### config.mk
export PLATFORM = sky130hd
export DESIGN_NAME = adc_scan_seq
export DESIGN_NICKNAME = d
export VERILOG_FILES = /design/src/rtl/adc_scan_pkg.sv /design/src/rtl/adc_spi_xfer.sv /design/src/rtl/adc_rdy_watch.sv /design/src/rtl/adc_scan_fsm.sv /design/src/rtl/adc_scan_seq.sv
export SDC_FILE = /design/constraint.sdc
export NUM_CORES = 1
export LEC_CHECK = 0
export ABC_AREA = 1
export BUFFER_PORTS_ARGS = -buffer_cell sky130_fd_sc_hd__buf_4
export CORE_ASPECT_RATIO = 0.8
export CORE_MARGIN = 2
export CORE_UTILIZATION = 37
export CTS_CLUSTER_SIZE = 25
export DETAILED_ROUTE_END_ITERATION = 8
export HOLD_SLACK_MARGIN = 0.08
export PLACE_DENSITY = 0.55
export SLEW_MARGIN = 20
export SYNTH_ARGS = -nofsm -noshare
export SYNTH_HDL_FRONTEND = slang
export SYNTH_SLANG_ARGS = --single-unit
export TNS_END_PERCENT = 50
### constraint.sdc
create_clock -name clk -period 1.5 [get_ports clk]
set_input_delay 0.15 -clock clk [delete_from_list [all_inputs] [get_ports clk]]
set_output_delay 0.15 -clock clk [all_outputs]
set_load 0.1 [all_outputs]
### src/rtl/adc_scan_pkg.sv
package adc_scan_pkg;

    localparam int CH_W   = 2;
    localparam int GAIN_W = 3;
    localparam int BYTE_W = 8;

    localparam logic [2:0] RS_MODE = 3'b001;
    localparam logic [2:0] RS_DATA = 3'b011;

    typedef enum logic [2:0] {
        STEP_SEL_MODE,
        STEP_FSYNC_SET,
        STEP_SEL_CH,
        STEP_FSYNC_CLR,
        STEP_RD_CMD,
        STEP_RD_DATA
    } step_e;

    typedef enum logic [1:0] {
        SQ_IDLE,
        SQ_ISSUE,
        SQ_XFER,
        SQ_WAIT_RDY
    } seq_state_e;

    typedef enum logic [2:0] {
        SP_IDLE,
        SP_LEAD,
        SP_LOW,
        SP_HIGH,
        SP_GAP
    } spi_state_e;

    typedef struct packed {
        logic              is_read;
        logic [BYTE_W-1:0] cmd;
    } xfer_req_t;

    function automatic logic [BYTE_W-1:0] comms_byte(logic [2:0] rs, logic rd,
                                                     logic [CH_W-1:0] ch);
        return {1'b0, rs, rd, 1'b0, ch};
    endfunction

    function automatic logic [BYTE_W-1:0] mode_byte(logic [GAIN_W-1:0] gain,
                                                    logic fsync);
        return {gain, 4'b0000, fsync};
    endfunction

endpackage

### src/rtl/adc_spi_xfer.sv
module adc_spi_xfer
    import adc_scan_pkg::*;
#(
    parameter int DATA_W   = 24,
    parameter int HALF_DIV = 2,
    parameter int CS_GAP   = 3
) (
    input  logic              clk,
    input  logic              rst,
    input  logic              start,
    input  xfer_req_t         req,
    output logic              ready,
    output logic              done,
    output logic [DATA_W-1:0] rx,
    output logic              sclk,
    output logic              cs_n,
    output logic              mosi,
    input  logic              miso
);
    localparam int CNT_W = $clog2(DATA_W + 1);
    localparam int HC_W  = $clog2(HALF_DIV + 1);
    localparam int GC_W  = $clog2(CS_GAP + 1);

    spi_state_e        state;
    logic [DATA_W-1:0] sh;
    logic [CNT_W-1:0]  bits_left;
    logic [HC_W-1:0]   hcnt;
    logic [GC_W-1:0]   gcnt;
    logic              half_end;

    assign half_end = (hcnt == HC_W'(HALF_DIV - 1));
    assign ready    = (state == SP_IDLE);

    always_ff @(posedge clk) begin
        if (rst) begin
            state     <= SP_IDLE;
            sh        <= '0;
            bits_left <= '0;
            hcnt      <= '0;
            gcnt      <= '0;
            rx        <= '0;
            sclk      <= 1'b1;
            cs_n      <= 1'b1;
            mosi      <= 1'b0;
            done      <= 1'b0;
        end else begin
            done <= 1'b0;
            unique case (state)
                SP_IDLE: begin
                    if (start) begin
                        sh        <= req.is_read ? '0
                                   : {req.cmd, {(DATA_W-BYTE_W){1'b0}}};
                        bits_left <= req.is_read ? CNT_W'(DATA_W) : CNT_W'(BYTE_W);
                        rx        <= '0;
                        hcnt      <= '0;
                        cs_n      <= 1'b0;
                        state     <= SP_LEAD;
                    end
                end
                SP_LEAD: begin
                    if (half_end) begin
                        sclk  <= 1'b0;
                        mosi  <= sh[DATA_W-1];
                        sh    <= sh << 1;
                        hcnt  <= '0;
                        state <= SP_LOW;
                    end else begin
                        hcnt <= hcnt + 1'b1;
                    end
                end
                SP_LOW: begin
                    if (half_end) begin
                        sclk      <= 1'b1;
                        rx        <= {rx[DATA_W-2:0], miso};
                        bits_left <= bits_left - 1'b1;
                        hcnt      <= '0;
                        state     <= SP_HIGH;
                    end else begin
                        hcnt <= hcnt + 1'b1;
                    end
                end
                SP_HIGH: begin
                    if (half_end) begin
                        hcnt <= '0;
                        if (bits_left == '0) begin
                            cs_n  <= 1'b1;
                            mosi  <= 1'b0;
                            done  <= 1'b1;
                            gcnt  <= '0;
                            state <= SP_GAP;
                        end else begin
                            sclk  <= 1'b0;
                            mosi  <= sh[DATA_W-1];
                            sh    <= sh << 1;
                            state <= SP_LOW;
                        end
                    end else begin
                        hcnt <= hcnt + 1'b1;
                    end
                end
                SP_GAP: begin
                    if (gcnt == GC_W'(CS_GAP - 1)) state <= SP_IDLE;
                    else                           gcnt  <= gcnt + 1'b1;
                end
                default: state <= SP_IDLE;
            endcase
        end
    end

    // clock parks high whenever the select line is inactive
    p_sclk_idle_r6: assert property (@(posedge clk) disable iff (rst)
        cs_n |-> sclk);

    // select stays high past the cycle it rises
    p_cs_gap_r7: assert property (@(posedge clk) disable iff (rst)
        $rose(cs_n) |=> cs_n);

    // a new transaction is never accepted during the gap
    p_no_start_in_gap_r7: assert property (@(posedge clk) disable iff (rst)
        done |=> !(cs_n == 1'b0));

endmodule

### src/rtl/adc_rdy_watch.sv
module adc_rdy_watch #(
    parameter int TIMEOUT = 1000000
) (
    input  logic clk,
    input  logic rst,
    input  logic run,
    input  logic drdy_n,
    output logic rdy_fall,
    output logic expire
);
    localparam int TC_W = $clog2(TIMEOUT + 1);

    logic            s1, s2, s3;
    logic [TC_W-1:0] cnt;

    always_ff @(posedge clk) begin
        if (rst) begin
            s1 <= 1'b1;
            s2 <= 1'b1;
            s3 <= 1'b1;
        end else begin
            s1 <= drdy_n;
            s2 <= s1;
            s3 <= s2;
        end
    end

    assign rdy_fall = s3 & ~s2;

    always_ff @(posedge clk) begin
        if (rst || !run) cnt <= '0;
        else             cnt <= cnt + 1'b1;
    end

    assign expire = run && !rdy_fall && (cnt == TC_W'(TIMEOUT - 1));

    // the sequencer leaves the wait as soon as the timeout fires
    p_expire_pulse_r9: assert property (@(posedge clk) disable iff (rst)
        expire |=> !expire);

endmodule

### src/rtl/adc_scan_fsm.sv
module adc_scan_fsm
    import adc_scan_pkg::*;
#(
    parameter int NUM_CH = 3,
    parameter int DATA_W = 24
) (
    input  logic                     clk,
    input  logic                     rst,
    input  logic                     en,
    input  logic [NUM_CH*GAIN_W-1:0] gain_cfg,
    input  logic                     xfer_ready,
    input  logic                     xfer_done,
    input  logic [DATA_W-1:0]        xfer_rx,
    output logic                     start,
    output xfer_req_t                req,
    output logic                     run_wait,
    input  logic                     rdy_fall,
    input  logic                     expire,
    output logic                     res_valid,
    output logic [CH_W-1:0]          res_ch,
    output logic [DATA_W-1:0]        res_data
);
    seq_state_e        state;
    step_e             step;
    logic [CH_W-1:0]   ch;
    logic [CH_W-1:0]   sel;
    logic [CH_W-1:0]   ch_next;
    logic [GAIN_W-1:0] gain;

    assign gain     = gain_cfg[int'(ch)*GAIN_W +: GAIN_W];
    assign ch_next  = (int'(ch) == NUM_CH - 1) ? '0 : ch + 1'b1;
    assign start    = (state == SQ_ISSUE) && xfer_ready;
    assign run_wait = (state == SQ_WAIT_RDY);

    always_comb begin
        req = '{is_read: 1'b0, cmd: '0};
        unique case (step)
            STEP_SEL_MODE:  req.cmd = comms_byte(RS_MODE, 1'b0, sel);
            STEP_FSYNC_SET: req.cmd = mode_byte(gain, 1'b1);
            STEP_SEL_CH:    req.cmd = comms_byte(RS_MODE, 1'b0, ch);
            STEP_FSYNC_CLR: req.cmd = mode_byte(gain, 1'b0);
            STEP_RD_CMD:    req.cmd = comms_byte(RS_DATA, 1'b1, ch);
            STEP_RD_DATA:   req.is_read = 1'b1;
            default:        req.cmd = '0;
        endcase
    end

    always_ff @(posedge clk) begin
        if (rst) begin
            state     <= SQ_IDLE;
            step      <= STEP_SEL_MODE;
            ch        <= '0;
            sel       <= '0;
            res_valid <= 1'b0;
            res_ch    <= '0;
            res_data  <= '0;
        end else begin
            res_valid <= 1'b0;
            unique case (state)
                SQ_IDLE: begin
                    if (en) begin
                        step  <= STEP_SEL_MODE;
                        state <= SQ_ISSUE;
                    end
                end
                SQ_ISSUE: begin
                    if (start) state <= SQ_XFER;
                end
                SQ_XFER: begin
                    if (xfer_done) begin
                        unique case (step)
                            STEP_FSYNC_CLR: state <= SQ_WAIT_RDY;
                            STEP_RD_DATA: begin
                                res_valid <= 1'b1;
                                res_ch    <= ch;
                                res_data  <= xfer_rx;
                                ch        <= ch_next;
                                step      <= STEP_SEL_MODE;
                                state     <= en ? SQ_ISSUE : SQ_IDLE;
                            end
                            default: begin
                                if (step == STEP_SEL_CH) sel <= ch;
                                step  <= step_e'(step + 3'd1);
                                state <= SQ_ISSUE;
                            end
                        endcase
                    end
                end
                SQ_WAIT_RDY: begin
                    if (rdy_fall) begin
                        step  <= STEP_RD_CMD;
                        state <= SQ_ISSUE;
                    end else if (expire) begin
                        step  <= STEP_SEL_MODE;
                        state <= SQ_ISSUE;
                    end
                end
                default: state <= SQ_IDLE;
            endcase
        end
    end

    // one strobe per result
    p_valid_pulse_r8: assert property (@(posedge clk) disable iff (rst)
        res_valid |=> !res_valid);

    // tags stay within the scanned set
    p_tag_range_r1: assert property (@(posedge clk) disable iff (rst)
        res_valid |-> (int'(res_ch) < NUM_CH));

    // a result only follows a finished serial transaction
    p_result_after_xfer_r5: assert property (@(posedge clk) disable iff (rst)
        res_valid |-> $past(xfer_done));

    // leaving the wait needs a ready edge or a timeout
    p_wait_exit_r4: assert property (@(posedge clk) disable iff (rst)
        (run_wait && !rdy_fall && !expire) |=> run_wait);

endmodule

### src/rtl/adc_scan_seq.sv
module adc_scan_seq
    import adc_scan_pkg::*;
#(
    parameter int NUM_CH   = 3,
    parameter int DATA_W   = 24,
    parameter int HALF_DIV = 2,
    parameter int CS_GAP   = 3,
    parameter int TIMEOUT  = 1000000
) (
    input  logic                     clk,
    input  logic                     rst,
    input  logic                     en,
    input  logic [NUM_CH*GAIN_W-1:0] gain_cfg,
    input  logic                     drdy_n,
    output logic                     spi_sclk,
    output logic                     spi_cs_n,
    output logic                     spi_mosi,
    input  logic                     spi_miso,
    output logic                     res_valid,
    output logic [CH_W-1:0]          res_ch,
    output logic [DATA_W-1:0]        res_data,
    output logic                     err_timeout
);
    logic              start, xfer_ready, xfer_done;
    logic [DATA_W-1:0] xfer_rx;
    xfer_req_t         req;
    logic              run_wait, rdy_fall, expire;

    assign err_timeout = expire;

    adc_scan_fsm #(.NUM_CH(NUM_CH), .DATA_W(DATA_W)) u_fsm (
        .clk, .rst, .en, .gain_cfg,
        .xfer_ready, .xfer_done, .xfer_rx,
        .start, .req, .run_wait, .rdy_fall, .expire,
        .res_valid, .res_ch, .res_data
    );

    adc_spi_xfer #(.DATA_W(DATA_W), .HALF_DIV(HALF_DIV), .CS_GAP(CS_GAP)) u_spi (
        .clk, .rst, .start, .req,
        .ready(xfer_ready), .done(xfer_done), .rx(xfer_rx),
        .sclk(spi_sclk), .cs_n(spi_cs_n), .mosi(spi_mosi), .miso(spi_miso)
    );

    adc_rdy_watch #(.TIMEOUT(TIMEOUT)) u_watch (
        .clk, .rst, .run(run_wait), .drdy_n, .rdy_fall, .expire
    );

endmodule

Word level (Yosys, flattened, before mapping):

Cells that the tools add are included.

* register bits after elaboration: 123
* output and inout bits: 31
* word-level logic and storage cells: 157

* muxes and demuxes: 58
* shifts and indexed selects: 1
* equal/unequal tests: 29
* add/sub/neg operators: 6
* $mul: 1
* bitwise logic cells: 7
* reduce and logical (&&, ||, !) cells: 34

Operators by type and width (count)
* two-way mux 24 bit: 7
* one-hot mux 24 bit (3 select lines): 1
* one-hot mux 24 bit (2 select lines): 1
* one-hot mux 8 bit (5 select lines): 1
* variable part select 9 x 32 -> 3 bit: 1
* two-way mux 3 bit: 10
* two-way mux 2 bit: 11
* adder 20 x 1 -> 20 bit (second input constant): 1
* equality test 20 bit (second input constant): 1
* AND reduction 5 bit: 4
* AND reduction 4 bit: 4
* two-way mux 5 bit: 3
* one-hot mux 3 bit (5 select lines): 1
* two-way mux 1 bit: 13
* equality test 3 x 2 -> 1 bit (second input constant): 4
* inequality test 2 x 1 -> 1 bit (second input constant): 6
* inequality test 2 bit (second input constant): 6
* one-hot mux 2 bit (2 select lines): 3
* one-hot mux 5 bit (2 select lines): 1
* nonzero test 2 bit: 5
* equality test 3 bit (second input constant): 3
* one-hot mux 3 bit (3 select lines): 1
* AND reduction 3 bit: 3
* nonzero test 3 bit: 3
* other kinds (23): 42

Logic depth before layout (Yosys ltp):

* word-level depth: 8
* gate-level depth with buffers: 11

Cells and area by module:

From an unflattened synthesis, not the netlist that was laid out.

* cells, all modules: 723
* area total of the unflattened synthesis: 5101.1 um^2

By module, submodules not included
* adc_spi_xfer: cells each 309, seq. area each 960.9 um^2, instances 1, area an instance 2209.6 um^2
* adc_scan_fsm: cells each 248, seq. area each 720.7 um^2, instances 1, area an instance 1742.9 um^2
* adc_rdy_watch: cells each 166, seq. area each 460.4 um^2, instances 1, area an instance 1148.6 um^2

Worst setup path after synthesis:

OpenSTA, ideal clock, no wires.

* kind: register to output
* start: register u_watch.cnt[0]
* end: output port err_timeout
* buffers on the path: 0
* stages on the path, launching flop included: 6
* setup slack: -0.737 ns
* arrival: 2.087 ns
* cells stage by stage: dfxtp_1 > ha_1 > nand3_1 > inv_1 > nand4_1 > nor2_1

* cells in the longest elaborated chain, start to end: 2

Ends and longest elaborated chain
* from (decl): line adc_rdy_watch.sv:14 `logic [TC_W-1:0] cnt;`
* from (signal assigned): line adc_rdy_watch.sv:32 `else cnt <= cnt + 1'b1;`
* equality test 20 bit: line adc_rdy_watch.sv:35 `assign expire = run && !rdy_fall && (cnt == TC_W'(TIMEOUT - 1));`
* logical AND 1 bit: line adc_rdy_watch.sv:35
* to (decl): line adc_scan_seq.sv:22 `output logic err_timeout`

Every way passes these cells.

Worst setup path in the final report:

* start: register u_watch.cnt[7]
* end: output port err_timeout

The elaborated chain is that of the path after synthesis.

==> run metrics <==
crit path from=u_watch.cnt[7]$_SDFF_PP0_; clock sink total=~110; RSZ-0062 raised after global routing=true; number of port buffers=44; worst reg-to-reg setup slack=-80 ps; Post-Syn Instances=640; FF-to-FF End=u_fsm.state[0]$_SDFFE_PP0P_; via count=4292; Post-Place Worst Slack=-120 ps; mean post-synth cell area=~7.3 um2; Final Skew=~7.4 ps; H-tree depth=3; Post-Layout Inst Area=between 6000 and 7000 um2; final period utilization=110%; most common cell after layout, fill and taps aside=nor2_1; initial antenna violation count=0; DRT Wirelength=roughly 11000 um; outcome=finished, violations left; largest net degree at the start of global routing=between 50 and 60; VDD IR max=between 0.6 and 0.7 mV; worst reg2reg path depth=11; CP Capture Type=output pin; Max-slew headroom=between 70% and 80%; post-route antenna net violation count=0; Reg clk slew, reported paths=~70 ps; vias in the first global route=about 3900; total gr overflow=0; Startpoint Class=flip-flop; max capacitance violation total=0; post-synthesis cell type count=39; Achievable Freq=0.604 GHz; Tmin final=around 1700 ps; Remaining DRCs=0; detailed-placement wirelength estimate=between 7000 and 8000 um; share of cells above drive strength 1=~28%; Die X=130 um; Clk Latency, worst-skew pair=around 350 ps; #FFs+latches synth=approximately 110; overall power=10.1 mW; post-route setup slack=-157 ps; row cnt=36; Setup violations, final=7; die area=approximately 14000 um2; DRT iter0 DRCs=about 290; Hold Vio Cnt, Final=0; synth-to-layout area growth=32.1%; Setup CP Type=reg2out; vias per cell=between 4 and 5; clock root buffer=clkbuf_16; global-route wire length before repair=17800 um; part of the Yosys area used for sequential elements=a little under half; Critical Path RT=approximately 1400 ps; nets=748; synthesized area=approximately 4700 um2; critical path peak fanout=3; critical path endpoint=err_timeout; Synthesized Nets=663; die height=~100 um; Worst Max-Slew Pin Slew=328 ps; Max Root-Sink Buffers=2; FF-to-FF Start=u_watch.cnt[7]$_SDFF_PP0_; violations in the final reports=negative setup slack; routability congestion estimate=0.825; n_diodes=0; CORE AREA=between 10000 and 15000 um2; CTS buffer count=9; fin. max-slew vios=0; Post-DP Area=between 5000 and 6000 um2; commonest non-fill, non-tap cells in the layout=nor2_1 (126), dfxtp_1 (90), buf_4 (87); CTS tree=built; Initial Util=between 30% and 40%; WL/cell=12.4 um; crit path DAT=~1500 ps; Pwr Density=between 1500 and 2000 nW/um2; IO Count=between 40 and 50; Global Route Usage Sum=between 15 and 20%; Syn. warnings=0; DRT Pass-1 Iters=4; leakage=approximately 2.6 nW; worst hold path class=in2reg
==> cell usage after synthesis (all sizes together) <==
cell    number  area share [%]
and3         2            0.27
clkinv       2            0.16
nand4       12             1.6
o32ai        1            0.19
xnor2        3            0.56
inv         55             4.5
dfxtp      107              46
o21ai       86             9.3
a31oi        2            0.27
o211ai       1            0.16
a211oi       1            0.16
clkbuf      11            0.96
buf         13             2.1
nor2       144              12
xor2         2            0.37
or2          4            0.53
o211a        2            0.43
nand2       92             8.1
o21bai       1            0.16
a21oi       53             5.7
nor3b        1            0.16
nor3        13             1.5
nand3       22             2.5
a21boi       1            0.16
ha           9             2.4
==> power breakdown <==
part	total, mW	leakage (nW)	switching (mW)	internal [mW]
Combinational	3.79	1.61	2.23	1.56
Clock	2.52	0.153	1.08	1.44
Sequential	3.77	0.877	0.398	3.37
==> registers in the layout (all words and copies together), names as in the netlist, 2 cells and up <==
name,flops
u_fsm.sel,2
u_spi.gcnt,2
u_spi.bits_left,5
u_fsm.res_data,24
u_watch.cnt,20
u_fsm.ch,2
u_spi.state,3
u_spi.hcnt,2
u_fsm.res_ch,2
u_fsm.state,2
u_spi.sh,8
u_fsm.step,3
u_spi.rx,24
==> worst max-delay path: stages (launching register included) <==
cell,delay (ps)
dfxtp_2,340
nor2_2,110
nand3_1,100
nor2_2,130
nand4_1,140
nor2_4,160
buf_12,180
==> layout make-up <==
class                           instances  area [um2]
Timing Repair Buffer                   98         841
Sequential cell                       107        2160
Tap cell                              171         214
Multi-Input combinational cell        452        2430
Inverter                               57         224
Clock buffer                           12         267
Clock inverter                          4        56.3
Fill cell                            1224        6060
==> worst min-delay path by stage <==
stage / start / endpoint / slack [ps] / depth (start not counted)
floorplan: drdy_n / u_watch.s1$_SDFF_PP1_ / 250 / 1
global placement: drdy_n / u_watch.s1$_SDFF_PP1_ / 340 / 2
detailed placement: drdy_n / u_watch.s1$_SDFF_PP1_ / 340 / 2
CTS: rst / u_spi.state[1]$_SDFFE_PP0P_ / 120 / 2
global route: rst / u_spi.sh[16]$_SDFFE_PP0P_ / 150 / 2
finish: rst / u_spi.sh[16]$_SDFFE_PP0P_ / 130 / 2
==> cells by family (layout without fill, tap and decap cells) <==
family	count (synthesis)	after routing	synth area share (%)
compound gates	148	148	16.4
xor+xnor	5	5	0.935
fa+ha+maj	9	9	2.40
buf+inv	81	171	7.64
flops	107	107	45.7
simple gates	290	290	26.9
==> routing by layer <==
layer	vias up	wire length (um)	GRT usage, %
li1	2261	-	-
met1	1951	5700	23.1
met2	69	4960	23.7
met3	11	379	3.64
met4	0	102	4.30
met5	-	0	0
==> stage by stage <==
step	TNS (ps)	std cells	hold WS, ps	util [%]
3_5_place_dp	-676	861	344	43.8
5_1_grt	-1800	901	147	50.5
2_1_floorplan	0	640	254	-
6_report	-478	901	131	50.5
3_3_place_gp	-138	861	336	43.8
4_1_cts	-215	888	121	48.0
==> repair_timing <==
action | CTS | global route
setup endpoints to repair | 27 | 65
setup buffers | 9 | 13
cloned | 0 | 1
hold buffers | 2 | 0
hold endpoints to repair | 2 | 0
gates resized for setup | 30 | 62
pin swaps | 11 | 23
(Power assumes the default switching activity.)
